File: src/rtl/cfe_pkg.sv
package cfe_pkg;

    // Number of memory elements; the tail length equals this value.
    localparam int MEM_LEN = 2;

    typedef logic [MEM_LEN-1:0] mem_t;   // bit 0 = m1 (newest), bit 1 = m2

    typedef enum logic {
        PH_DATA  = 1'b0,
        PH_FLUSH = 1'b1
    } phase_e;

    typedef struct packed {
        logic v1;
        logic v2;
    } sym_t;

    // Symbol for information bit u with memory m.
    function automatic sym_t encode_sym(input logic u, input mem_t m);
        sym_t s;
        s.v1 = u ^ m[0];
        s.v2 = m[0];
        return s;
    endfunction

endpackage

File: src/rtl/cfe_framer.sv
module cfe_framer
    import cfe_pkg::*;
#(
    parameter int DATA_BITS = 4
) (
    input  logic clk,
    input  logic rst,
    input  logic in_valid,
    input  logic sof,
    output logic in_ready,
    output logic step,
    output logic use_input,
    output logic clear,
    output logic last_sym
);
    localparam int CNT_W = $clog2(DATA_BITS + 1);
    localparam int FL_W  = (MEM_LEN > 1) ? $clog2(MEM_LEN) : 1;

    phase_e            phase_q;
    logic [CNT_W-1:0]  cnt_q;
    logic [CNT_W-1:0]  base_cnt;
    logic [FL_W-1:0]   fcnt_q;
    logic              accept;
    logic              flushing;
    logic              last_data;
    logic              last_flush;

    assign in_ready   = (phase_q == PH_DATA);
    assign flushing   = (phase_q == PH_FLUSH);
    assign accept     = in_valid & in_ready;
    assign clear      = sof & in_ready;
    assign step       = accept | flushing;
    assign use_input  = in_ready;
    assign last_flush = (fcnt_q == FL_W'(MEM_LEN - 1));
    assign last_sym   = flushing & last_flush;

    always_comb begin
        base_cnt  = clear ? '0 : cnt_q;
        last_data = (base_cnt == CNT_W'(DATA_BITS - 1));
    end

    always_ff @(posedge clk) begin
        if (rst) begin
            phase_q <= PH_DATA;
            cnt_q   <= '0;
            fcnt_q  <= '0;
        end else begin
            case (phase_q)
                PH_DATA: begin
                    if (accept) begin
                        if (last_data) begin
                            phase_q <= PH_FLUSH;
                            cnt_q   <= '0;
                            fcnt_q  <= '0;
                        end else begin
                            cnt_q <= base_cnt + CNT_W'(1);
                        end
                    end else begin
                        cnt_q <= base_cnt;
                    end
                end
                default: begin
                    if (last_flush) begin
                        phase_q <= PH_DATA;
                        fcnt_q  <= '0;
                    end else begin
                        fcnt_q <= fcnt_q + FL_W'(1);
                    end
                end
            endcase
        end
    end

    // the tail lasts exactly two cycles (MEM_LEN is 2 in the package).
    assert_flush_len_R4: assert property (@(posedge clk) disable iff (rst)
        $rose(flushing) |=> flushing ##1 !flushing);

endmodule

File: src/rtl/cfe_memory.sv
module cfe_memory
    import cfe_pkg::*;
(
    input  logic clk,
    input  logic rst,
    input  logic step,
    input  logic clear,
    input  logic u,
    output mem_t mem_q,
    output mem_t mem_eff
);
    // Memory seen by the encoder this cycle: empty when a frame restarts.
    assign mem_eff = clear ? '0 : mem_q;

    always_ff @(posedge clk) begin
        if (rst) begin
            mem_q[0] <= 1'b0;
        end else if (step) begin
            mem_q[0] <= u;
        end else if (clear) begin
            mem_q[0] <= 1'b0;
        end
    end

    for (genvar i = 1; i < MEM_LEN; i++) begin : g_stage
        always_ff @(posedge clk) begin
            if (rst) begin
                mem_q[i] <= 1'b0;
            end else if (step) begin
                mem_q[i] <= mem_eff[i-1];
            end else if (clear) begin
                mem_q[i] <= 1'b0;
            end
        end
    end

    // with no step and no restart the memory holds.
    assert_hold_R10: assert property (@(posedge clk) disable iff (rst)
        (!step && !clear) |=> $stable(mem_q));

endmodule

File: src/rtl/cfe_symout.sv
module cfe_symout
    import cfe_pkg::*;
(
    input  logic clk,
    input  logic rst,
    input  logic step,
    input  sym_t sym,
    input  logic last,
    output logic out_valid,
    output logic out_v1,
    output logic out_v2,
    output logic out_eof
);
    always_ff @(posedge clk) begin
        if (rst) begin
            out_valid <= 1'b0;
            out_v1    <= 1'b0;
            out_v2    <= 1'b0;
            out_eof   <= 1'b0;
        end else begin
            out_valid <= step;
            out_eof   <= step & last;
            if (step) begin
                out_v1 <= sym.v1;
                out_v2 <= sym.v2;
            end
        end
    end

    // the end marker sits on a symbol that follows another symbol.
    assert_eof_valid_R6: assert property (@(posedge clk) disable iff (rst)
        out_eof |-> (out_valid && $past(out_valid)));

endmodule

File: src/rtl/conv_flush_encoder.sv
module conv_flush_encoder
    import cfe_pkg::*;
#(
    parameter int DATA_BITS = 4
) (
    input  logic clk,
    input  logic rst,
    input  logic sof,
    input  logic in_valid,
    input  logic in_bit,
    output logic in_ready,
    output logic out_valid,
    output logic out_v1,
    output logic out_v2,
    output logic out_eof
);
    logic step;
    logic use_input;
    logic clear;
    logic last_sym;
    logic u;
    mem_t mem_q;
    mem_t mem_eff;
    sym_t sym;

    cfe_framer #(.DATA_BITS(DATA_BITS)) u_framer (
        .clk       (clk),
        .rst       (rst),
        .in_valid  (in_valid),
        .sof       (sof),
        .in_ready  (in_ready),
        .step      (step),
        .use_input (use_input),
        .clear     (clear),
        .last_sym  (last_sym)
    );

    assign u   = use_input & in_bit;
    assign sym = encode_sym(u, mem_eff);

    cfe_memory u_memory (
        .clk     (clk),
        .rst     (rst),
        .step    (step),
        .clear   (clear),
        .u       (u),
        .mem_q   (mem_q),
        .mem_eff (mem_eff)
    );

    cfe_symout u_symout (
        .clk       (clk),
        .rst       (rst),
        .step      (step),
        .sym       (sym),
        .last      (last_sym),
        .out_valid (out_valid),
        .out_v1    (out_v1),
        .out_v2    (out_v2),
        .out_eof   (out_eof)
    );

    // an accepted bit yields a symbol on the next cycle.
    assert_sym_follows_R1: assert property (@(posedge clk) disable iff (rst)
        (in_valid && in_ready) |=> out_valid);

    // within a frame, V2 of a symbol is the bit (V1^V2) of the one before.
    assert_chain_R2: assert property (@(posedge clk) disable iff (rst)
        (out_valid && $past(out_valid) && !$past(out_eof) && !$past(clear))
        |-> (out_v2 == ($past(out_v1) ^ $past(out_v2))));

    // ready drops only right after the final data bit of a frame was taken.
    assert_ready_drop_R5: assert property (@(posedge clk) disable iff (rst)
        $fell(in_ready) |-> (out_valid && !out_eof));

    // the trellis is back in state 00 when the end marker is shown.
    assert_clean_end_R7: assert property (@(posedge clk) disable iff (rst)
        out_eof |-> (mem_q == '0));

endmodule

File: config.mk
export PLATFORM = sky130hd
export DESIGN_NAME = conv_flush_encoder
export DESIGN_NICKNAME = d
export VERILOG_FILES = /design/src/rtl/cfe_pkg.sv /design/src/rtl/cfe_framer.sv /design/src/rtl/cfe_memory.sv /design/src/rtl/cfe_symout.sv /design/src/rtl/conv_flush_encoder.sv
export SDC_FILE = /design/constraint.sdc
export NUM_CORES = 1
export LEC_CHECK = 0
export BUFFER_PORTS_ARGS = -buffer_cell sky130_fd_sc_hd__buf_4
export CAP_MARGIN = 20
export CORE_AREA = 2 2 39 41
export CTS_CLUSTER_SIZE = 30
export DETAILED_ROUTE_END_ITERATION = 12
export DIE_AREA = 0 0 41 43
export GPL_ROUTABILITY_DRIVEN = 0
export PLACE_DENSITY = 0.67
export SYNTH_ARGS = -nofsm -noshare
export SYNTH_HDL_FRONTEND = slang
export SYNTH_SLANG_ARGS = --single-unit
export TNS_END_PERCENT = 5
File: constraint.sdc
create_clock -name clk -period 3.55 [get_ports clk]
set_input_delay 0.1775 -clock clk [delete_from_list [all_inputs] [get_ports clk]]
set_output_delay 0.1775 -clock clk [all_outputs]
set_load 0.03 [all_outputs]
; ---- After elaboration in Yosys (flattened, before gate mapping)
; Index checks and enable logic that the tools add are counted.
[word_totals]
register_bits = 10
inputBits = 5
[op_classes]
n_reduce_logical = 4
mux = 14
bitwise = 8
eq_ne = 1
add_sub_neg = 2
[ops]
columns = operator, count
row1 = 1-bit two-way mux, 11
row2 = 3-bit two-way mux, 3
row3 = 2-bit nonzero test, 3
row4 = 1-bit bitwise AND, 5
row5 = "3-bit by 1-bit adder with 3-bit output, second input constant", 1
row6 = "3-bit by 2-bit equality test with 1-bit output, second input constant", 1
row7 = 2-bit AND reduction, 1
row8 = "1-bit adder, second input constant", 1
row9 = 1-bit inverter, 1
row10 = 1-bit bitwise OR, 1
row11 = 1-bit bitwise XOR, 1

; ---- Depth between registers and ports, before layout
; Gate-level depths: netlist (run 1).
[logic_depth]
depth_word = 7
ltp_mapped = 6

; ---- Modules after synthesis
; From an unflattened synthesis (run 1), not the netlist that was laid out.
[hier_totals]
hier_cells = 54
hier_area_um2 = 505.5
[modules_own_cells]
columns = module, cells_each, seq_area_each_um2, n_inst, area_each_um2
row1 = cfe_framer, 33, 100.1, 1, 261.5
row2 = cfe_symout, 10, 80.1, 1, 127.6
row3 = cfe_memory, 9, 40.0, 1, 91.3
row4 = conv_flush_encoder, 2, 0.0, 1, 25.0

; ---- Worst setup path before layout (run 1)
; No wires, ideal clock.
[synth_path]
path_type = reg-to-reg
startpoint = register u_framer.phase_q (netlist: u_framer.flushing)
endpoint = register u_framer.cnt_q[2]
arrival_ns = 1.185
path_stages_with_launch = 7
synth_period_minus_slack_ns = 1.265
required_ns = 3.470
slack_ns = 2.285
path_buffers = 0
cell_sequence = dfxtp_1 nor2b_1 and2b_1 ha_1 a21oi_1 nor2_1 nor3b_1
[synth_between]
elab_chain_len = 6
elab_cells_between_ends = 8
[synth_rtl]
columns = element, line
row1 = start: declaration, cfe_framer.sv:19  ; phase_e phase_q;
row2 = start signal: assignment, cfe_framer.sv:44  ; phase_q <= PH_DATA;
row3 = start signal: assignment, cfe_framer.sv:52  ; phase_q <= PH_FLUSH;
row4 = start signal: assignment, cfe_framer.sv:64  ; phase_q <= PH_DATA;
row5 = 1-bit inverter, --
row6 = 1-bit bitwise AND, cfe_framer.sv:31  ; assign clear = sof & in_ready;
row7 = 3-bit two-way mux, cfe_framer.sv:38  ; base_cnt = clear ? '0 : cnt_q;
row8 = 3-bit by 1-bit adder with 3-bit output / 3-bit by 2-bit equality test with 1-bit output (equally long branches), "cfe_framer.sv:56, cfe_framer.sv:39"
row9 = 3-bit two-way mux, cfe_framer.sv:51  ; if (last_data) begin
row10 = 3-bit two-way mux, cfe_framer.sv:50  ; if (accept) begin
row11 = end signal: assignment, cfe_framer.sv:56  ; cnt_q <= base_cnt + CNT_W'(1);
row12 = end signal: assignment, cfe_framer.sv:59  ; cnt_q <= base_cnt;
row13 = end: declaration, cfe_framer.sv:20  ; logic [CNT_W-1:0] cnt_q;
; Several ways; a longest one is shown, not always the timed one.
; A chain may end at the register's enable or synchronous reset.

; ---- Final worst setup path (run 1)
; Same ends and word-level chain as after synthesis.

==> run summary, run 1 <==
### Timing
* **final-layout worst hold slack** 0.1499 ns
* **final setup vio count** 0
* **Slew Limit Headroom** 0.7022
* **Final Skew** 0.005356 ns
* **count of final hold-check violations** 0
* **Tmin final** 1.543 ns
* **final setup margin** 2.007 ns
* **TNS Setup** 0 ns
* **maximum operating frequency** 0.6482 GHz
* **unrepaired setup endpoints after global routing** false
* **max-slew violation count** 0
* **share of the clock period used by the worst path** 0.4345
* **Tightest Pin Transition** 0.4461 ns

### Logic synthesis
* **top cell type's share of synthesized area** 0.4324
* **post-synthesis average cell area** 8.573 um^2
* **count of unique library cells instantiated by Yosys** 21
* **Net Count, Synth** 60
* **Synth Register Bits** 10
* **sequential cell area fraction in the yosys report** 0.4324
* **combined area of all synthesized cells** 462.9 um^2
* **number of cells produced by synthesis** 54
* **cell type with the highest aggregate area in the netlist** sky130_fd_sc_hd__dfxtp_1
* **leading cell types by total area after synthesis** sky130_fd_sc_hd__dfxtp_1 (43%), sky130_fd_sc_hd__a21oi_1 (7.6%), sky130_fd_sc_hd__nand2b_1 (5.4%), sky130_fd_sc_hd__nor2_1 (4.9%), sky130_fd_sc_hd__a311oi_1 (3.8%)
* **Warnings, synthesis** 0

### Route
* **average routed wire per standard cell** 10.31 um
* **Routed Wire Length** 825 um
* **number of DRC markers in iteration 0** 11
* **number of DRC violations after detailed routing** 0
* **DRT Pass-1 Iters** 3
* **total via count in the routed design** 385
* **antenna viol nets, final** 0
* **post-DR vias/cell** 4.813

### Critical path
* **slowest library cell on the worst path** sky130_fd_sc_hd__dfxtp_1
* **total stage count of the critical path** 6
* **largest fanout on the critical path** 12
* **flop-to-flop setup slack** 2.01 ns
* **Worst Reg-to-Reg Cells** 6
* **last element of the critical path** u_framer.cnt_q[2]
* **Data arrival, critical path** 1.74 ns
* **critical register-to-register path startpoint** u_framer.flushing
* **startpoint-to-endpoint class of the critical path** reg2reg
* **Buf/Inv on CP** 0
* **Crit path required time** 3.74 ns
* **Largest delay share family, worst path** simple AND/OR/NAND/NOR gates
* **reg-to-reg endpoint** u_framer.cnt_q[2]
* **type of element launching the critical path** flop
* **kind of capture point of the worst setup path** flop
* **crit path from** u_framer.flushing
* **worst path cell trace** nor2b_1 > and2b_1 > ha_1 > a21oi_1 > nor2_1 > nor3b_1
* **delay of the slowest cell on the worst path** 0.45 ns

### Clock tree
* **hold-fix buffer count after cts** 0
* **number of buffers created by CTS** 3
* **Gates resized, CTS repair** 0
* **# Post-CTS Setup Buffers** 0
* **clock slew at reported path FFs** 0.07 ns
* **number of sinks driven by the clock tree** 10
* **H-Tree Depth** 1
* **Max Buffers Root-to-Sink** 2
* **TritonCTS clock tree** built
* **worst-skew pair later-pin latency** 0.27 ns
* **clock root buffer master** sky130_fd_sc_hd__clkbuf_4

### Min path
* **worst min path class** in2reg
* **cell count of the worst hold path** 2

### Final layout
* **final layout net count** 71
* **final core occ** 0.4078
* **Area Growth Syn to Fin** 21.89%
* **ratio of cells with drive above 1 in the final layout** 0.2188
* **antenna fix cells** 0
* **commonest non-fill, non-tap cell in the layout** sky130_fd_sc_hd__dfxtp_1
* **most used cells in the layout excluding fill and tap cells** sky130_fd_sc_hd__dfxtp_1 (10), sky130_fd_sc_hd__buf_4 (9), sky130_fd_sc_hd__a21oi_1 (7), sky130_fd_sc_hd__nor2_1 (6), sky130_fd_sc_hd__nand2b_1 (4)

### Global routing
* **largest net degree at the start of global routing** 13
* **number of antenna violations at the first check in global routing** 0
* **global router's overall resource usage** 0.1230
* **wire length of the first global-routing pass** 1324 um
* **Congestion Overflow GR** 0
* **vias in the first global route** 313

### Floorplanning
* **Std-Cell Core Area** 0.001384 mm^2
* **Die Height** 43 um
* **number of top-level design ports** 10
* **Row Count** 14
* **DIE AREA** 0.001763 mm^2
* **Starting Density** 0.3345
* **die width** 41 um

### Pwr
* **total power per unit cell area** 434.4 mW/mm^2
* **P_leak** 0.2272 nW
* **worst vdd ir** 0.2214 mV
* **overall power of the completed layout** 0.0002451 W

### Job
* **count of max-cap constraint violations** 0

### Place
* **IO Port Bufs** 9
* **Place WS** 2.015 ns

### Run status
* **run status** completed

## cells by family (layout without fill, tap and decap cells)
group	Yosys count	in the layout	share of synthesized area
fa+ha+maj	1	1	0.02702
xor+xnor	1	1	0.01892
compound gates	12	12	0.1459
buf+inv	5	15	0.06487
flops	10	10	0.4324
simple gates	25	25	0.3108
## report_power, final
group / switching [W] / internal [W]
Sequential: 0.00000153 / 0.000115
Combinational: 0.0000134 / 0.0000113
Clock: 0.0000412 / 0.0000624
Total: 0.0000561 / 0.000189
## per-layer routing
metal / part of all wire / track usage / wire length (um)
met1: 0.47 / 0.1368 / 385
met2: 0.42 / 0.1563 / 344
met3: 0.087 / 0.07853 / 72
met4: 0.027 / 0.1000 / 22
met5: 0 / 0 / 0
## cells in the mapped netlist
| library cell | number |
|---|---|
| sky130_fd_sc_hd__nor2b_1 | 2 |
| sky130_fd_sc_hd__buf_6 | 1 |
| sky130_fd_sc_hd__and2b_1 | 2 |
| sky130_fd_sc_hd__a311oi_1 | 2 |
| sky130_fd_sc_hd__or3_1 | 1 |
| sky130_fd_sc_hd__inv_1 | 2 |
| sky130_fd_sc_hd__nand3b_1 | 1 |
| sky130_fd_sc_hd__nor3_1 | 2 |
| sky130_fd_sc_hd__nor2_1 | 6 |
| sky130_fd_sc_hd__ha_1 | 1 |
| sky130_fd_sc_hd__o21ai_0 | 3 |
| sky130_fd_sc_hd__nand2_1 | 3 |
| sky130_fd_sc_hd__buf_4 | 1 |
| sky130_fd_sc_hd__xnor2_1 | 1 |
| sky130_fd_sc_hd__clkbuf_1 | 1 |
| sky130_fd_sc_hd__nand2b_1 | 4 |
| sky130_fd_sc_hd__nor2b_4 | 1 |
| sky130_fd_sc_hd__nand3_1 | 1 |
| sky130_fd_sc_hd__a21oi_1 | 7 |
| sky130_fd_sc_hd__dfxtp_1 | 10 |
| sky130_fd_sc_hd__nor3b_1 | 2 |
## sequential cells by signal (all words and copies together) (netlist names)
signal,flops
u_symout.out_valid,1
u_memory.mem_q,1
u_framer.cnt_q,3
u_symout.out_v1,1
u_symout.out_eof,1
u_framer.fcnt_q,1
u_symout.out_v2,1
u_framer.flushing,1
## per-stage QoR
step | area [um^2] | instances
floorplan | 462.9 | 54
global placement | 528.0 | 76
detailed placement | 528.0 | 76
CTS | 564.3 | 80
global route | 564.3 | 80
finish | 564.3 | 80
## worst register-to-register path: stages, from the launching register on
cell and delay (ns):
sky130_fd_sc_hd__dfxtp_1 0.45, sky130_fd_sc_hd__nor2b_1 0.26, sky130_fd_sc_hd__and2b_1 0.21, sky130_fd_sc_hd__ha_1 0.20, sky130_fd_sc_hd__a21oi_1 0.13, sky130_fd_sc_hd__nor2_1 0.05
sky130_fd_sc_hd__nor3b_1 0.17
## worst min path at each step
stage | startpoint | slack, ns | endpoint
3_3_place_gp | rst | 0.43 | u_symout.out_v2
5_1_grt | rst | 0.15 | u_symout.out_eof
3_5_place_dp | rst | 0.44 | u_framer.cnt_q[0]
6_report | rst | 0.15 | u_symout.out_eof
4_1_cts | rst | 0.15 | u_symout.out_eof
2_1_floorplan | sof | 0.37 | u_framer.cnt_q[2]
## final cells by class
class	count	area, um^2
well taps	16	20.02
fillers	144	819.5
inverters	2	7.507
repair buffers	9	67.56
clock buffers	4	36.28
multi-input cells	39	232.7
flip-flops and latches	10	200.2
Note: power is estimated with default switching activity, not from simulation.
==> run 2, diff against run 1 <==
==> constraint.sdc (replaced) <==
create_clock -name clk -period 1.5 [get_ports clk]
set_input_delay 0.075 -clock clk [delete_from_list [all_inputs] [get_ports clk]]
set_output_delay 0.075 -clock clk [all_outputs]
set_load 0.03 [all_outputs]
==> run 2 against run 1 <==
  * Die area unchanged
  * Worst hold slack got worse by 0.093 ns
  * Clock-buffer cell count decreased by 1
  * Wire length decreased by 3.9%
  * Critical path type unchanged
  * Highest routed layer unchanged
==> run summary, run 2 (same netlist as run 1, synthesis figures left out) <==
### Route
* **Routed Wire Length** 793 um
* **post-DR vias/cell** 4.675
* **antenna viol nets, final** 0
* **average routed wire per standard cell** 9.913 um
* **total via count in the routed design** 374
* **number of DRC violations after detailed routing** 0
* **number of DRC markers in iteration 0** 5
* **DRT Pass-1 Iters** 4

### Global routing
* **wire length of the first global-routing pass** 1214 um
* **global router's overall resource usage** 0.1036
* **number of antenna violations at the first check in global routing** 0
* **vias in the first global route** 294
* **Congestion Overflow GR** 0
* **largest net degree at the start of global routing** 12

### Clock tree
* **worst-skew pair later-pin latency** 0.26 ns
* **number of sinks driven by the clock tree** 10
* **TritonCTS clock tree** built
* **Max Buffers Root-to-Sink** 2
* **H-Tree Depth** 1
* **clock slew at reported path FFs** 0.06 ns
* **clock root buffer master** sky130_fd_sc_hd__clkbuf_4
* **number of buffers created by CTS** 3

### Critical path
* **flop-to-flop setup slack** 0.22 ns
* **type of element launching the critical path** flop
* **largest fanout on the critical path** 4
* **startpoint-to-endpoint class of the critical path** reg2reg
* **Data arrival, critical path** 1.46 ns
* **Crit path required time** 1.68 ns
* **kind of capture point of the worst setup path** flop

### Floorplanning
* **DIE AREA** 0.001763 mm^2
* **Starting Density** 0.3345
* **Row Count** 14
* **Die Height** 43 um
* **Std-Cell Core Area** 0.001384 mm^2
* **number of top-level design ports** 10
* **die width** 41 um

### Timing
* **Final Skew** 0.001364 ns
* **Tightest Pin Transition** 0.2077 ns
* **Slew Limit Headroom** 0.8606
* **maximum operating frequency** 0.7836 GHz
* **unrepaired setup endpoints after global routing** false
* **max-slew violation count** 0
* **Tmin final** 1.276 ns
* **TNS Setup** 0 ns
* **final setup margin** 0.2239 ns
* **count of final hold-check violations** 0
* **final setup vio count** 0
* **share of the clock period used by the worst path** 0.8508

### Min path
* **worst min path class** in2reg

### Place
* **hpwl dp** 564.6 um
* **IO Port Bufs** 9
* **Place WS** 0.1541 ns

### Pwr
* **proportion of total power due to net switching** 0.2324
* **net switching power** 0.0001189 W
* **P_leak** 0.2266 nW
* **part of the power in the clock network** 0.345
* **internal power summed over all cells** 0.0003927 W
* **part of the total power dissipated in sequential elements** 0.541
* **worst vdd ir** 0.2704 mV
* **total power per unit cell area** 912.6 mW/mm^2
* **Combinational Power Share** 0.114

### Final layout
* **final layout net count** 72
* **antenna fix cells** 0
* **fill cell total of the finished layout** 142
* **Area Growth Syn to Fin** 21.08%
* **most used cells in the layout excluding fill and tap cells** sky130_fd_sc_hd__buf_4 (10), sky130_fd_sc_hd__dfxtp_1 (10), sky130_fd_sc_hd__a21oi_1 (7), sky130_fd_sc_hd__nor2_1 (6), sky130_fd_sc_hd__nand2b_1 (4)
* **ratio of cells with drive above 1 in the final layout** 0.2344
* **register name with the most flops** u_framer.cnt_q
* **number of flip-flops under the largest register name** 3

### Run status
* **run status** completed

### Job
* **count of max-cap constraint violations** 0

## run 2: path summary, 6_finish.rpt
path | to | cells past startpoint | startpoint
worst max-delay path | u_framer.cnt_q[2] | 6 | u_framer.flushing
worst min register to register | u_symout.out_v2 | 2 | u_symout.out_v2
worst max register to register | u_framer.cnt_q[2] | 6 | u_framer.flushing
worst min-delay path | u_symout.out_eof | 2 | rst
## run 2: repair_timing
item / in CTS / in global routing
endpoints found under the hold margin: 0 / 0
setup endpoints to repair: 0 / 1
buffers inserted: 0 / 0
gates resized for setup: 0 / 1
hold buffers: 0 / 0
## run 2: area by class of cell
| type | instances | area, um^2 | share of cell area |
|---|---|---|---|
| repair buffers | 10 | 75.07 | 0.1339 |
| inverters | 2 | 7.507 | 0.01339 |
| well taps | 16 | 20.02 | 0.03571 |
| multi-input cells | 39 | 235.2 | 0.4196 |
| clock buffers | 3 | 22.52 | 0.04018 |
| flip-flops and latches | 10 | 200.2 | 0.3571 |
## run 2: metrics by stage
stage          cells  total power (W)  hold WS [ns]  cell area [um^2]    util
4_1_cts           80        0.0005178       0.05292             558.0  0.4033
3_5_place_dp      77        0.0003413        0.3273             535.5  0.3870
3_3_place_gp      77        0.0003409        0.3274             535.5  0.3870
6_report          80        0.0005115       0.05661             560.5  0.4051
2_1_floorplan     54        0.0003225        0.2665             462.9       -
5_1_grt           80        0.0005353       0.06186             560.5  0.4051
## run 2: metal layers
layer  vias up  global-route usage  part of all wire  wire [um]
li1        203                   -                 -          -
met1       160              0.1456              0.50        393
met2         9              0.1250              0.42        333
met4         0              0.1000             0.018         14
met3         2             0.01571             0.064         51
met5         -                   0                 0          0
## run 2: power by group through the flow
stage / Clock [W] / Sequential, W / Combinational (W)
after floorplan: 0 / 0.000289 / 0.0000330
after global placement: 0 / 0.000282 / 0.0000585
after detailed placement: 0 / 0.000283 / 0.0000586
after CTS: 0.000182 / 0.000277 / 0.0000588
after global routing: 0.000192 / 0.000277 / 0.0000661
final: 0.000176 / 0.000277 / 0.0000586
## run 2: critical path, cell delays in order (launching register included)
cell and delay [ns]:
sky130_fd_sc_hd__dfxtp_1 0.32, sky130_fd_sc_hd__nor2b_2 0.15, sky130_fd_sc_hd__and2b_1 0.20, sky130_fd_sc_hd__ha_1 0.20, sky130_fd_sc_hd__a21oi_1 0.13, sky130_fd_sc_hd__nor2_1 0.05, sky130_fd_sc_hd__nor3b_1 0.16
==> run 3, diff against run 2 <==
--- a/config.mk
+++ b/config.mk
@@ -5,6 +5,7 @@
 export SDC_FILE = /design/constraint.sdc
 export NUM_CORES = 1
 export LEC_CHECK = 0
+export ABC_AREA = 1
 export BUFFER_PORTS_ARGS = -buffer_cell sky130_fd_sc_hd__buf_4
 export CAP_MARGIN = 20
 export CORE_AREA = 2 2 39 41
==> run 3 against run 2 <==
  * Wire length fell by 2.8%
  * Cell count up 1.3%
  * Sequential share of layout area is 1.5 points lower
  * Combinational power is 18% higher
  * Fmax about the same
  * Largest cell class unchanged
==> run summary, run 3 <==
### Timing
* **unrepaired setup endpoints after global routing** false
* **share of the clock period used by the worst path** 0.8501
* **Tightest Pin Transition** 0.1718 ns
* **final-layout worst hold slack** 0.05127 ns
* **final setup vio count** 0
* **TNS Setup** 0 ns
* **final setup margin** 0.2249 ns
* **Tmin final** 1.275 ns
* **max-slew violation count** 0
* **maximum operating frequency** 0.7842 GHz
* **Slew Limit Headroom** 0.8842
* **Final Skew** 0.0007217 ns
* **count of final hold-check violations** 0

### Logic synthesis
* **cell type with the highest aggregate area in the netlist** sky130_fd_sc_hd__dfxtp_1
* **count of unique library cells instantiated by Yosys** 18
* **Net Count, Synth** 59
* **async set or reset register ratio after synthesis** 0
* **sequential cell area fraction in the yosys report** 0.4301
* **Commonest cells post-synth** sky130_fd_sc_hd__dfxtp_1 (10), sky130_fd_sc_hd__nand2_1 (10), sky130_fd_sc_hd__inv_1 (6), sky130_fd_sc_hd__a21oi_1 (5)
* **Warnings, synthesis** 0
* **number of flops mapped to enable cells by yosys** 0
* **Synth Register Bits** 10
* **combined area of all synthesized cells** 465.4 um^2
* **post-synthesis average cell area** 8.782 um^2
* **top cell type's share of synthesized area** 0.4301
* **leading cell types by total area after synthesis** sky130_fd_sc_hd__dfxtp_1 (43%), sky130_fd_sc_hd__nand2_1 (8.1%), sky130_fd_sc_hd__nand2_4 (7.3%), sky130_fd_sc_hd__a21oi_2 (5.6%), sky130_fd_sc_hd__a21oi_1 (5.4%)
* **primary flip-flop cell chosen by synthesis mapping** sky130_fd_sc_hd__dfxtp_1
* **number of cells produced by synthesis** 53

### Job
* **count of max-cap constraint violations** 0

### Floorplanning
* **Std-Cell Core Area** 0.001384 mm^2
* **die width** 41 um
* **Die Height** 43 um
* **Row Count** 14
* **number of top-level design ports** 10
* **DIE AREA** 0.001763 mm^2
* **Starting Density** 0.3363

### Route
* **post-DR vias/cell** 4.432
* **number of DRC violations after detailed routing** 0
* **number of DRC markers in iteration 0** 3
* **DRT Pass-1 Iters** 2
* **antenna viol nets, final** 0
* **total via count in the routed design** 359
* **average routed wire per standard cell** 9.519 um
* **Routed Wire Length** 771 um

### Critical path
* **worst path cell trace** inv_4 > nand2_4 > inv_4 > nor2_8 > ha_1 > inv_1 > nor2_2 > nand2_1 > a21oi_1
* **type of element launching the critical path** flop
* **Crit path required time** 1.69 ns
* **slowest library cell on the worst path** sky130_fd_sc_hd__dfxtp_1
* **cell repeated most along the worst path** sky130_fd_sc_hd__inv_4
* **Data arrival, critical path** 1.47 ns
* **kind of capture point of the worst setup path** flop
* **delay of the slowest cell on the worst path** 0.38 ns
* **largest fanout on the critical path** 8
* **startpoint-to-endpoint class of the critical path** reg2reg

### Clock tree
* **H-Tree Depth** 1
* **number of sinks driven by the clock tree** 10
* **clock slew at reported path FFs** 0.07 ns
* **worst-skew pair later-pin latency** 0.25 ns
* **clock root buffer master** sky130_fd_sc_hd__clkbuf_4
* **hold-fix buffer count after cts** 0
* **TritonCTS clock tree** built
* **Gates resized, CTS repair** 0
* **Max Buffers Root-to-Sink** 2
* **# Post-CTS Setup Buffers** 0
* **number of buffers created by CTS** 3

### Final layout
* **number of flip-flops under the largest register name** 3
* **area taken by flip-flops and latches** 200.2 um^2
* **final layout net count** 72
* **most used cells in the layout excluding fill and tap cells** sky130_fd_sc_hd__nand2_1 (10), sky130_fd_sc_hd__dfxtp_1 (10), sky130_fd_sc_hd__buf_4 (9), sky130_fd_sc_hd__inv_1 (6), sky130_fd_sc_hd__a21oi_1 (5)
* **fill cell total of the finished layout** 141
* **Area Growth Syn to Fin** 25.54%
* **final core occ** 0.4222
* **total area of multi-input combinational cells** 219.0 um^2
* **antenna fix cells** 0
* **register name with the most flops** u_framer.cnt_q
* **ratio of cells with drive above 1 in the final layout** 0.4000

### Global routing
* **number of antenna violations at the first check in global routing** 0
* **global router's overall resource usage** 0.1089
* **vias in the first global route** 332
* **largest net degree at the start of global routing** 11
* **wire length of the first global-routing pass** 1290 um
* **Congestion Overflow GR** 0

### Place
* **hpwl dp** 598.4 um
* **IO Port Bufs** 9
* **Place WS** 0.2353 ns

### Pwr
* **worst vdd ir** 0.2743 mV
* **P_leak** 0.2534 nW
* **total power per unit cell area** 999.0 mW/mm^2

### Run status
* **run status** completed

### Min path
* **worst min path class** in2reg

## run 3: cells by family (layout without fill, tap and decap cells)
kind of cell	after synthesis	count (layout)	synth area share
simple gates	22	22	0.2984
compound gates	10	10	0.1452
flops	10	10	0.4301
buf+inv	10	22	0.09945
fa+ha+maj	1	1	0.02688
## run 3: routing by layer
| layer | GRT usage | vias up | wire length (um) |
|---|---|---|---|
| met4 | 0.04000 | 0 | 8 |
| met2 | 0.1688 | 10 | 366 |
| met3 | 0.05236 | 2 | 60 |
| met1 | 0.1238 | 156 | 335 |
| li1 | - | 191 | - |
| met5 | 0 | - | 0 |
## run 3: area by class of cell
type	instances	area share
well taps	16	0.03426
repair buffers	9	0.1156
inverters	9	0.07066
multi-input cells	33	0.3747
clock buffers	4	0.06210
flip-flops and latches	10	0.3426
## run 3: worst paths after layout
path	from	end	slack, ns	cells after the start
max	u_framer.flushing	u_framer.flushing	0.22	9
min	rst	u_framer.cnt_q[1]	0.05	2
max reg2reg	u_framer.flushing	u_framer.flushing	0.22	9
min reg2reg	u_framer.fcnt_q	u_symout.out_eof	0.48	2
## run 3: critical path: cells and delay by family, from the launching register on
kind,cells,cell delay (ns)
simple gates,4,0.39
flops,1,0.38
buf+inv,3,0.18
fa+ha+maj,1,0.15
compound gates,1,0.12
## run 3: report_power, final
| group | internal, W | switching, W |
|---|---|---|
| clock network | 0.000147 | 0.0000914 |
| registers | 0.000273 | 0.00000304 |
| logic | 0.0000273 | 0.0000417 |
| total | 0.000448 | 0.000136 |
## run 3: per-stage QoR
step	std cells	instance area [um^2]	power, W
final	81	584.3	0.0005837
after global routing	81	584.3	0.0006111
after CTS	81	584.3	0.0005898
after detailed placement	77	548.0	0.0003525
after global placement	77	548.0	0.0003513
after floorplan	53	465.4	0.0003308
